File: src/rtl/e2_pkg.sv
package e2_pkg;
  localparam int BYTE_W = 8;

  typedef enum logic [2:0] {
    ST_IDLE,
    ST_CTRL,
    ST_WADDR,
    ST_WDATA,
    ST_READ
  } e2_state_t;

  // Control-byte device code check: only the upper nibble matters.
  function automatic logic code_match(input logic [BYTE_W-1:0] b,
                                      input logic [3:0] code);
    return b[BYTE_W-1 -: 4] == code;
  endfunction
endpackage

File: src/rtl/e2_bit_frame.sv
// Counts SCL rises inside a 9-bit frame and shifts in SDA.
module e2_bit_frame
  import e2_pkg::*;
#(
  parameter int BITS = BYTE_W,
  parameter int CW   = $clog2(BITS + 1)
) (
  input  logic            clk,
  input  logic            rst_n,
  input  logic            start_evt,
  input  logic            stop_evt,
  input  logic            scl_rise,
  input  logic            sda_in,
  output logic [CW-1:0]   bcnt,
  output logic            byte_done,
  output logic            ack_rise,
  output logic [BITS-1:0] rx_byte
);
  localparam logic [CW-1:0] LAST = CW'(BITS - 1);
  localparam logic [CW-1:0] ACKB = CW'(BITS);

  logic [BITS-1:0] shreg;

  assign byte_done = scl_rise && (bcnt == LAST);
  assign ack_rise  = scl_rise && (bcnt == ACKB);
  assign rx_byte   = {shreg[BITS-2:0], sda_in};

  always_ff @(posedge clk or negedge rst_n) begin
    if (!rst_n) begin
      bcnt  <= '0;
      shreg <= '0;
    end else if (start_evt || stop_evt) begin
      bcnt <= '0;
    end else if (scl_rise) begin
      if (bcnt == ACKB) begin
        bcnt <= '0;
      end else begin
        bcnt  <= bcnt + 1'b1;
        shreg <= rx_byte;
      end
    end
  end
endmodule

File: src/rtl/e2_mem_array.sv
// Register array with one write port and a registered read port.
module e2_mem_array #(
  parameter int AW = 7,
  parameter int DW = 8,
  parameter int DEPTH = 1 << AW
) (
  input  logic          clk,
  input  logic          rst_n,
  input  logic          we,
  input  logic [AW-1:0] waddr,
  input  logic [DW-1:0] wdata,
  input  logic [AW-1:0] raddr,
  output logic [DW-1:0] rdata
);
  logic [DW-1:0] cells [DEPTH];

  always_ff @(posedge clk or negedge rst_n) begin
    if (!rst_n) begin
      for (int i = 0; i < DEPTH; i++) cells[i] <= '0;
      rdata <= '0;
    end else begin
      if (we) cells[waddr] <= wdata;
      rdata <= cells[raddr];
    end
  end
endmodule

File: src/rtl/e2_slave_ctrl.sv
module e2_slave_ctrl
  import e2_pkg::*;
#(
  parameter int          AW        = 7,
  parameter logic [3:0]  CTRL_CODE = 4'b1010
) (
  input  logic              clk,
  input  logic              rst_n,
  input  logic              start_evt,
  input  logic              stop_evt,
  input  logic              scl_rise,
  input  logic              scl_fall,
  input  logic              sda_in,
  input  logic              wr_busy,
  input  logic              mem_we,
  input  logic [AW-1:0]     mem_waddr,
  input  logic [BYTE_W-1:0] mem_wdata,
  output logic              sda_oe,
  output logic              dat_valid,
  output logic [AW-1:0]     dat_addr,
  output logic [BYTE_W-1:0] dat_byte,
  output logic              commit
);
  localparam int CW = $clog2(BYTE_W + 1);
  localparam logic [CW-1:0] ACK_SLOT = CW'(BYTE_W);

  // Pointer advance; wraps at the top of the array.
  function automatic logic [AW-1:0] ptr_step(input logic [AW-1:0] p);
    return p + 1'b1;
  endfunction

  e2_state_t         state;
  logic [CW-1:0]     bcnt;
  logic              byte_done, ack_rise;
  logic [BYTE_W-1:0] rx_byte, rdata, txb;
  logic [AW-1:0]     ptr;
  logic              ack_pend, rd_go, have_data;

  // Named events for the checker.
  logic ctrl_hit, in_read, mst_nack;
  assign ctrl_hit = (state == ST_CTRL) && code_match(rx_byte, CTRL_CODE) && !wr_busy;
  assign in_read  = (state == ST_READ);
  assign mst_nack = ack_rise && in_read && !ack_pend && sda_in;

  e2_bit_frame #(.BITS(BYTE_W), .CW(CW)) u_frame (
    .clk       (clk),
    .rst_n     (rst_n),
    .start_evt (start_evt),
    .stop_evt  (stop_evt),
    .scl_rise  (scl_rise),
    .sda_in    (sda_in),
    .bcnt      (bcnt),
    .byte_done (byte_done),
    .ack_rise  (ack_rise),
    .rx_byte   (rx_byte)
  );

  e2_mem_array #(.AW(AW), .DW(BYTE_W)) u_mem (
    .clk   (clk),
    .rst_n (rst_n),
    .we    (mem_we),
    .waddr (mem_waddr),
    .wdata (mem_wdata),
    .raddr (ptr),
    .rdata (rdata)
  );

  always_ff @(posedge clk or negedge rst_n) begin
    if (!rst_n) begin
      state     <= ST_IDLE;
      ptr       <= '0;
      txb       <= '0;
      ack_pend  <= 1'b0;
      rd_go     <= 1'b0;
      have_data <= 1'b0;
      sda_oe    <= 1'b0;
      dat_valid <= 1'b0;
      dat_addr  <= '0;
      dat_byte  <= '0;
      commit    <= 1'b0;
    end else begin
      dat_valid <= 1'b0;
      commit    <= 1'b0;
      if (start_evt) begin
        state     <= ST_CTRL;
        ack_pend  <= 1'b0;
        rd_go     <= 1'b0;
        have_data <= 1'b0;
        sda_oe    <= 1'b0;
      end else if (stop_evt) begin
        commit    <= (state == ST_WDATA) && have_data;
        state     <= ST_IDLE;
        ack_pend  <= 1'b0;
        rd_go     <= 1'b0;
        have_data <= 1'b0;
        sda_oe    <= 1'b0;
      end else begin
        if (byte_done) begin
          unique case (state)
            ST_CTRL: begin
              ack_pend <= ctrl_hit;
              if (!ctrl_hit)      state <= ST_IDLE;
              else if (rx_byte[0]) state <= ST_READ;
              else                state <= ST_WADDR;
            end
            ST_WADDR: begin
              ptr      <= rx_byte[AW-1:0];
              ack_pend <= 1'b1;
              state    <= ST_WDATA;
            end
            ST_WDATA: begin
              ack_pend  <= 1'b1;
              dat_valid <= 1'b1;
              dat_addr  <= ptr;
              dat_byte  <= rx_byte;
              ptr       <= ptr_step(ptr);
              have_data <= 1'b1;
            end
            default: ack_pend <= 1'b0;
          endcase
        end
        if (ack_rise && in_read) begin
          rd_go <= ack_pend || !sda_in;
          if (mst_nack) state <= ST_IDLE;
        end
        if (scl_fall) begin
          if (bcnt == ACK_SLOT) begin
            sda_oe <= ack_pend;
          end else if (bcnt == '0) begin
            ack_pend <= 1'b0;
            if (in_read && rd_go) begin
              txb    <= {rdata[BYTE_W-2:0], 1'b0};
              sda_oe <= ~rdata[BYTE_W-1];
              ptr    <= ptr_step(ptr);
              rd_go  <= 1'b0;
            end else begin
              sda_oe <= 1'b0;
            end
          end else if (in_read) begin
            sda_oe <= ~txb[BYTE_W-1];
            txb    <= {txb[BYTE_W-2:0], 1'b0};
          end else begin
            sda_oe <= 1'b0;
          end
        end
      end
    end
  end
endmodule

File: config.mk
export PLATFORM = sky130hd
export DESIGN_NAME = e2_slave_ctrl
export DESIGN_NICKNAME = d
export VERILOG_FILES = /design/src/rtl/e2_pkg.sv /design/src/rtl/e2_bit_frame.sv /design/src/rtl/e2_mem_array.sv /design/src/rtl/e2_slave_ctrl.sv
export SDC_FILE = /design/constraint.sdc
export NUM_CORES = 2
export LEC_CHECK = 0
export BUFFER_PORTS_ARGS = -buffer_cell sky130_fd_sc_hd__buf_4
export CAP_MARGIN = 25
export CELL_PAD_IN_SITES_DETAIL_PLACEMENT = 1
export CELL_PAD_IN_SITES_GLOBAL_PLACEMENT = 2
export CORE_UTILIZATION = 43
export DETAILED_ROUTE_END_ITERATION = 8
export GPL_TIMING_DRIVEN = 0
export PLACE_DENSITY = 0.73
export SLEW_MARGIN = 10
export SYNTH_ARGS = -nofsm -noshare
export SYNTH_HDL_FRONTEND = slang
export SYNTH_SLANG_ARGS = --single-unit
File: constraint.sdc
create_clock -name clk -period 2.4 [get_ports clk]
set_clock_uncertainty 0.15 [all_clocks]
set_input_delay 0.48 -clock clk [delete_from_list [all_inputs] [get_ports clk]]
set_output_delay 0.48 -clock clk [all_outputs]
set_load 0.01 [all_outputs]
==> metrics.md <==
| Metric | Value |
|---|---|
| Die Width | 341 microns |
| CTS root buf | clkbuf_16 |
| Row count | 123 |
| H-Tree Level Count | 3 |
| TritonRoute pass-1 iters | 5 |
| R2r setup slk | -0.58 ns |
| Final worst-path cycle share | 124% |
| Largest delay share family, worst path | buffers and inverters |
| Startpoint type of the worst setup path | flop |
| HPWL after DPL | 123000 microns |
| GP Congestion | 0.897 |
| Count of clock tree sinks | 1081 |
| Gr usage total | 31.0% |
| EDFF count, synth | 0 |
| RSZ-0062 raised after global routing | yes |
| Count leader, synth | dfrtp_1 |
| Critical Path Max Stage Delay | 0.44 ns |
| Vias in the first global route | 33862 |
| Dominant synthesized flop cell | dfrtp_1 |
| Post-synthesis register bit count | 1081 |
| Post-synth top area cell | dfrtp_1 |
| Tot Pwr | 43.5 mW |
| DIE HEIGHT | 341 microns |
| Setup TNS | -21.19 ns |
| Worst path cell trace | buf_12 > buf_12 > buf_16 > buf_12 > buf_16 > mux2i_1 > a22oi_1 > nand4_1 > o2111ai_4 > a211oi_4 > nor3_2 |
| Hold WS | 0.0580 ns |
| Area grow syn2layout | 17.9% |
| Crit path buf inv count | 5 |
| Drt first-iter violations | 2511 |
| Hold crit path type | input port to flop |
| Leakage | 26.4 nW |
| Vias per cell | 6.22 |
| Failing checks | negative setup slack |
| Actual slew at the worst max-slew pin | 1.12 ns |
| Synth Net Count | 3165 |
| Syn. warnings | 0 |
| Slack of the critical path | -0.578 ns |
| Drt drc | 0 |
| Filler cells | 10584 |
| CP max-delay cell | nor3_2 |
| Worst rel slew slack | 25.0% |
| Die area | 116000 sq um |
| Initial antenna violation count | 12 |
| Nets | 3382 |
| Max Cap Viol | 0 |
| Final Max Tran Viols | 0 |
| Synth top cells by count | dfrtp_1 (1081), mux2_2 (1046), mux4_2 (281) |
| CTS Buf Count | 120 |
| Max Fanout on Critical Path | 10 |
| Final Hold Fails | 0 |
| Outcome | complete, but fails checks |
| Antenna Violating Nets Remaining | 0 |
| WL per Instance | 35.6 microns |
| Sequential area share after synthesis | 54.9% |
| Drt total wl | 177000 microns |
| Pwr Density | 748 nW/um^2 |
| Cell area after layout | 58100 sq um |
| Placed instance area | 52000 sq um |
| Highest Clock Rate | 0.336 GHz |
| Synth cell types | 51 |
| Post-layout minimum cycle time | 2.98 ns |
| WS Path Type | flop to flop |
| Post-synth ARST share | 100% |
| Worst Setup End Kind | flop |
| Worst path arrival time | 3.42 ns |
| Core area | 113000 sq um |
| CTS tree | yes |
| Cells taking the most area after synthesis | dfrtp_1 (55%), mux2_2 (24%), mux4_2 (13%) |
| Latest clock arrival within the worst-skew pair | 0.74 ns |
| I/O pin cnt | 42 |
| DR vias | 30871 |
| Starting density of the core | 43.6% |
| CP required | 2.84 ns |
| Cells after synthesis | 3138 |
| CTS clk-pin slew, worst paths | 0.06 ns |
| Clock buffer depth | 3 |
| Port Buf Inserts | 28 |
| CP most frequent cell | buf_12 |
| Synthesized cell area | 49300 sq um |
| Fraction of layout cells with a size suffix above 1 | 54.0% |
| First-pass GRT wire length | 254000 microns |
| Area share of the largest cell type after synthesis | 54.9% |
| Setup-failing EPs final | 116 |
| Max VDD drop | 553 uV |
| Largest net degree at the start of global routing | 164 |
| Global route overflow | 0 |
| Syn_area_per_cell | 15.7 sq um |
==> cells in the final DEF, fill, tap and decap left out, drive strengths merged, types with 5 or more instances in the layout <==
master | synthesis | layout
a22o | 9 | 9
mux2i | 65 | 65
clkinv | 0 | 30
nand4 | 7 | 7
nor4 | 9 | 9
o2111ai | 5 | 5
bufbuf | 0 | 5
bufinv | 0 | 10
nor2 | 71 | 71
dfrtp | 1081 | 1081
nor2b | 13 | 13
mux2 | 1046 | 1046
or2 | 6 | 6
nor3 | 25 | 25
a21oi | 25 | 25
mux4 | 281 | 281
o22ai | 11 | 11
buf | 75 | 167
a22oi | 19 | 19
nand2 | 120 | 120
o221ai | 7 | 7
o21ai | 32 | 32
clkbuf | 157 | 329
dlygate4sd3 | 0 | 5
a211oi | 12 | 12
diode | 0 | 6
nand2b | 12 | 12
inv | 11 | 16
nand3 | 9 | 9
==> logic make-up (layout without fill, tap and decap cells) <==
family                     after synthesis  after routing  share of synthesized area (%)
other                                    0              6                              0
DFF                                   1081           1081                           54.9
adders and majority gates                3              3                         0.0761
AOI/OAI and AO/OA                      133            133                           1.78
and+or+nand+nor                        286            286                           2.96
muxes                                 1392           1392                           38.0
buffers and inverters                  243            565                           2.28
==> stage by stage <==
stage	utilization, %	std cells	setup WS [ns]
2_1_floorplan	-	3138	0.0230
3_3_place_gp	45.4	4666	-11.44
3_5_place_dp	46.0	4698	-1.70
4_1_cts	51.0	4950	-0.582
5_1_grt	51.4	4964	-0.630
6_report	51.4	4966	-0.578
==> per-layer routing <==
metal	track usage, %	vias up	routed length [microns]
met5	0	-	33
met4	15.4	6	10200
met3	5.30	408	11600
met1	41.1	17093	71300
met2	49.5	1162	83800
li1	-	12202	-
==> final cells by class <==
type                       instances  area (sq um)  area share [%]
clock inverter                    48           520           0.896
timing repair buffer             101          1350            2.32
antenna                            6          15.0          0.0258
clock buffer                     179          3620            6.22
sequential                      1081         27100            46.5
tap                             1500          1880            3.23
buffer                           226          1800            3.09
multi-input combinational       1814         21900            37.6
inverter                          11          41.3          0.0710
==> worst reg2reg max path, cell delays in order (launching register included) <==
cell,delay [ns]
dfrtp_1,0.41
buf_12,0.18
buf_12,0.21
buf_16,0.15
buf_12,0.17
buf_16,0.20
mux2i_1,0.10
a22oi_1,0.14
nand4_1,0.33
o2111ai_4,0.29
a211oi_4,0.08
nor3_2,0.44
==> state kept, by name (all words and copies together), names as in the netlist <==
register	count
ack_pend	1
have_data	1
dat_byte	8
state	3
rd_go	1
ptr	7
txb	7
u_mem.rdata	8
dat_valid	1
u_mem.cells	1024
sda_oe	1
dat_addr	7
commit	1
u_frame.bcnt	4
u_frame.shreg	7
==> final timing paths <==
check | startpoint | to | cells after the start
worst max-delay path | ptr[0]$_DFFE_PN0P_ | u_mem.rdata[7]$_DFF_PN0_ | 11
worst min-delay path | wr_busy | state[1]$_DFF_PN0_ | 5
worst max register to register | ptr[0]$_DFFE_PN0P_ | u_mem.rdata[7]$_DFF_PN0_ | 11
worst min register to register | have_data$_DFFE_PN0P_ | have_data$_DFFE_PN0P_ | 2
max in group asynchronous | rst_n | u_mem.cells[576]$_DFFE_PN0P_ | 8
min in group asynchronous | rst_n | u_mem.cells[153]$_DFFE_PN0P_ | 3
==> where the power goes <==
part	total [mW]	internal, mW	switching [mW]	leakage [nW]
Combinational	3.67	1.85	1.82	9.60
Sequential	20.5	19.7	0.828	14.7
Clock	19.3	11.4	7.82	2.06
Total	43.5	33.0	10.5	26.4
==> repair_timing <==
action | 4_1_cts | 5_1_grt
setup buffers | 17 | 11
gates cloned | 5 | 1
hold buffers | 7 | 1
setup endpoints to repair | 751 | 386
hold endpoints to repair | 139 | 352
gates resized for setup | 276 | 65
pin swaps | 12 | 12
Note: power is estimated with default switching activity, not from simulation.
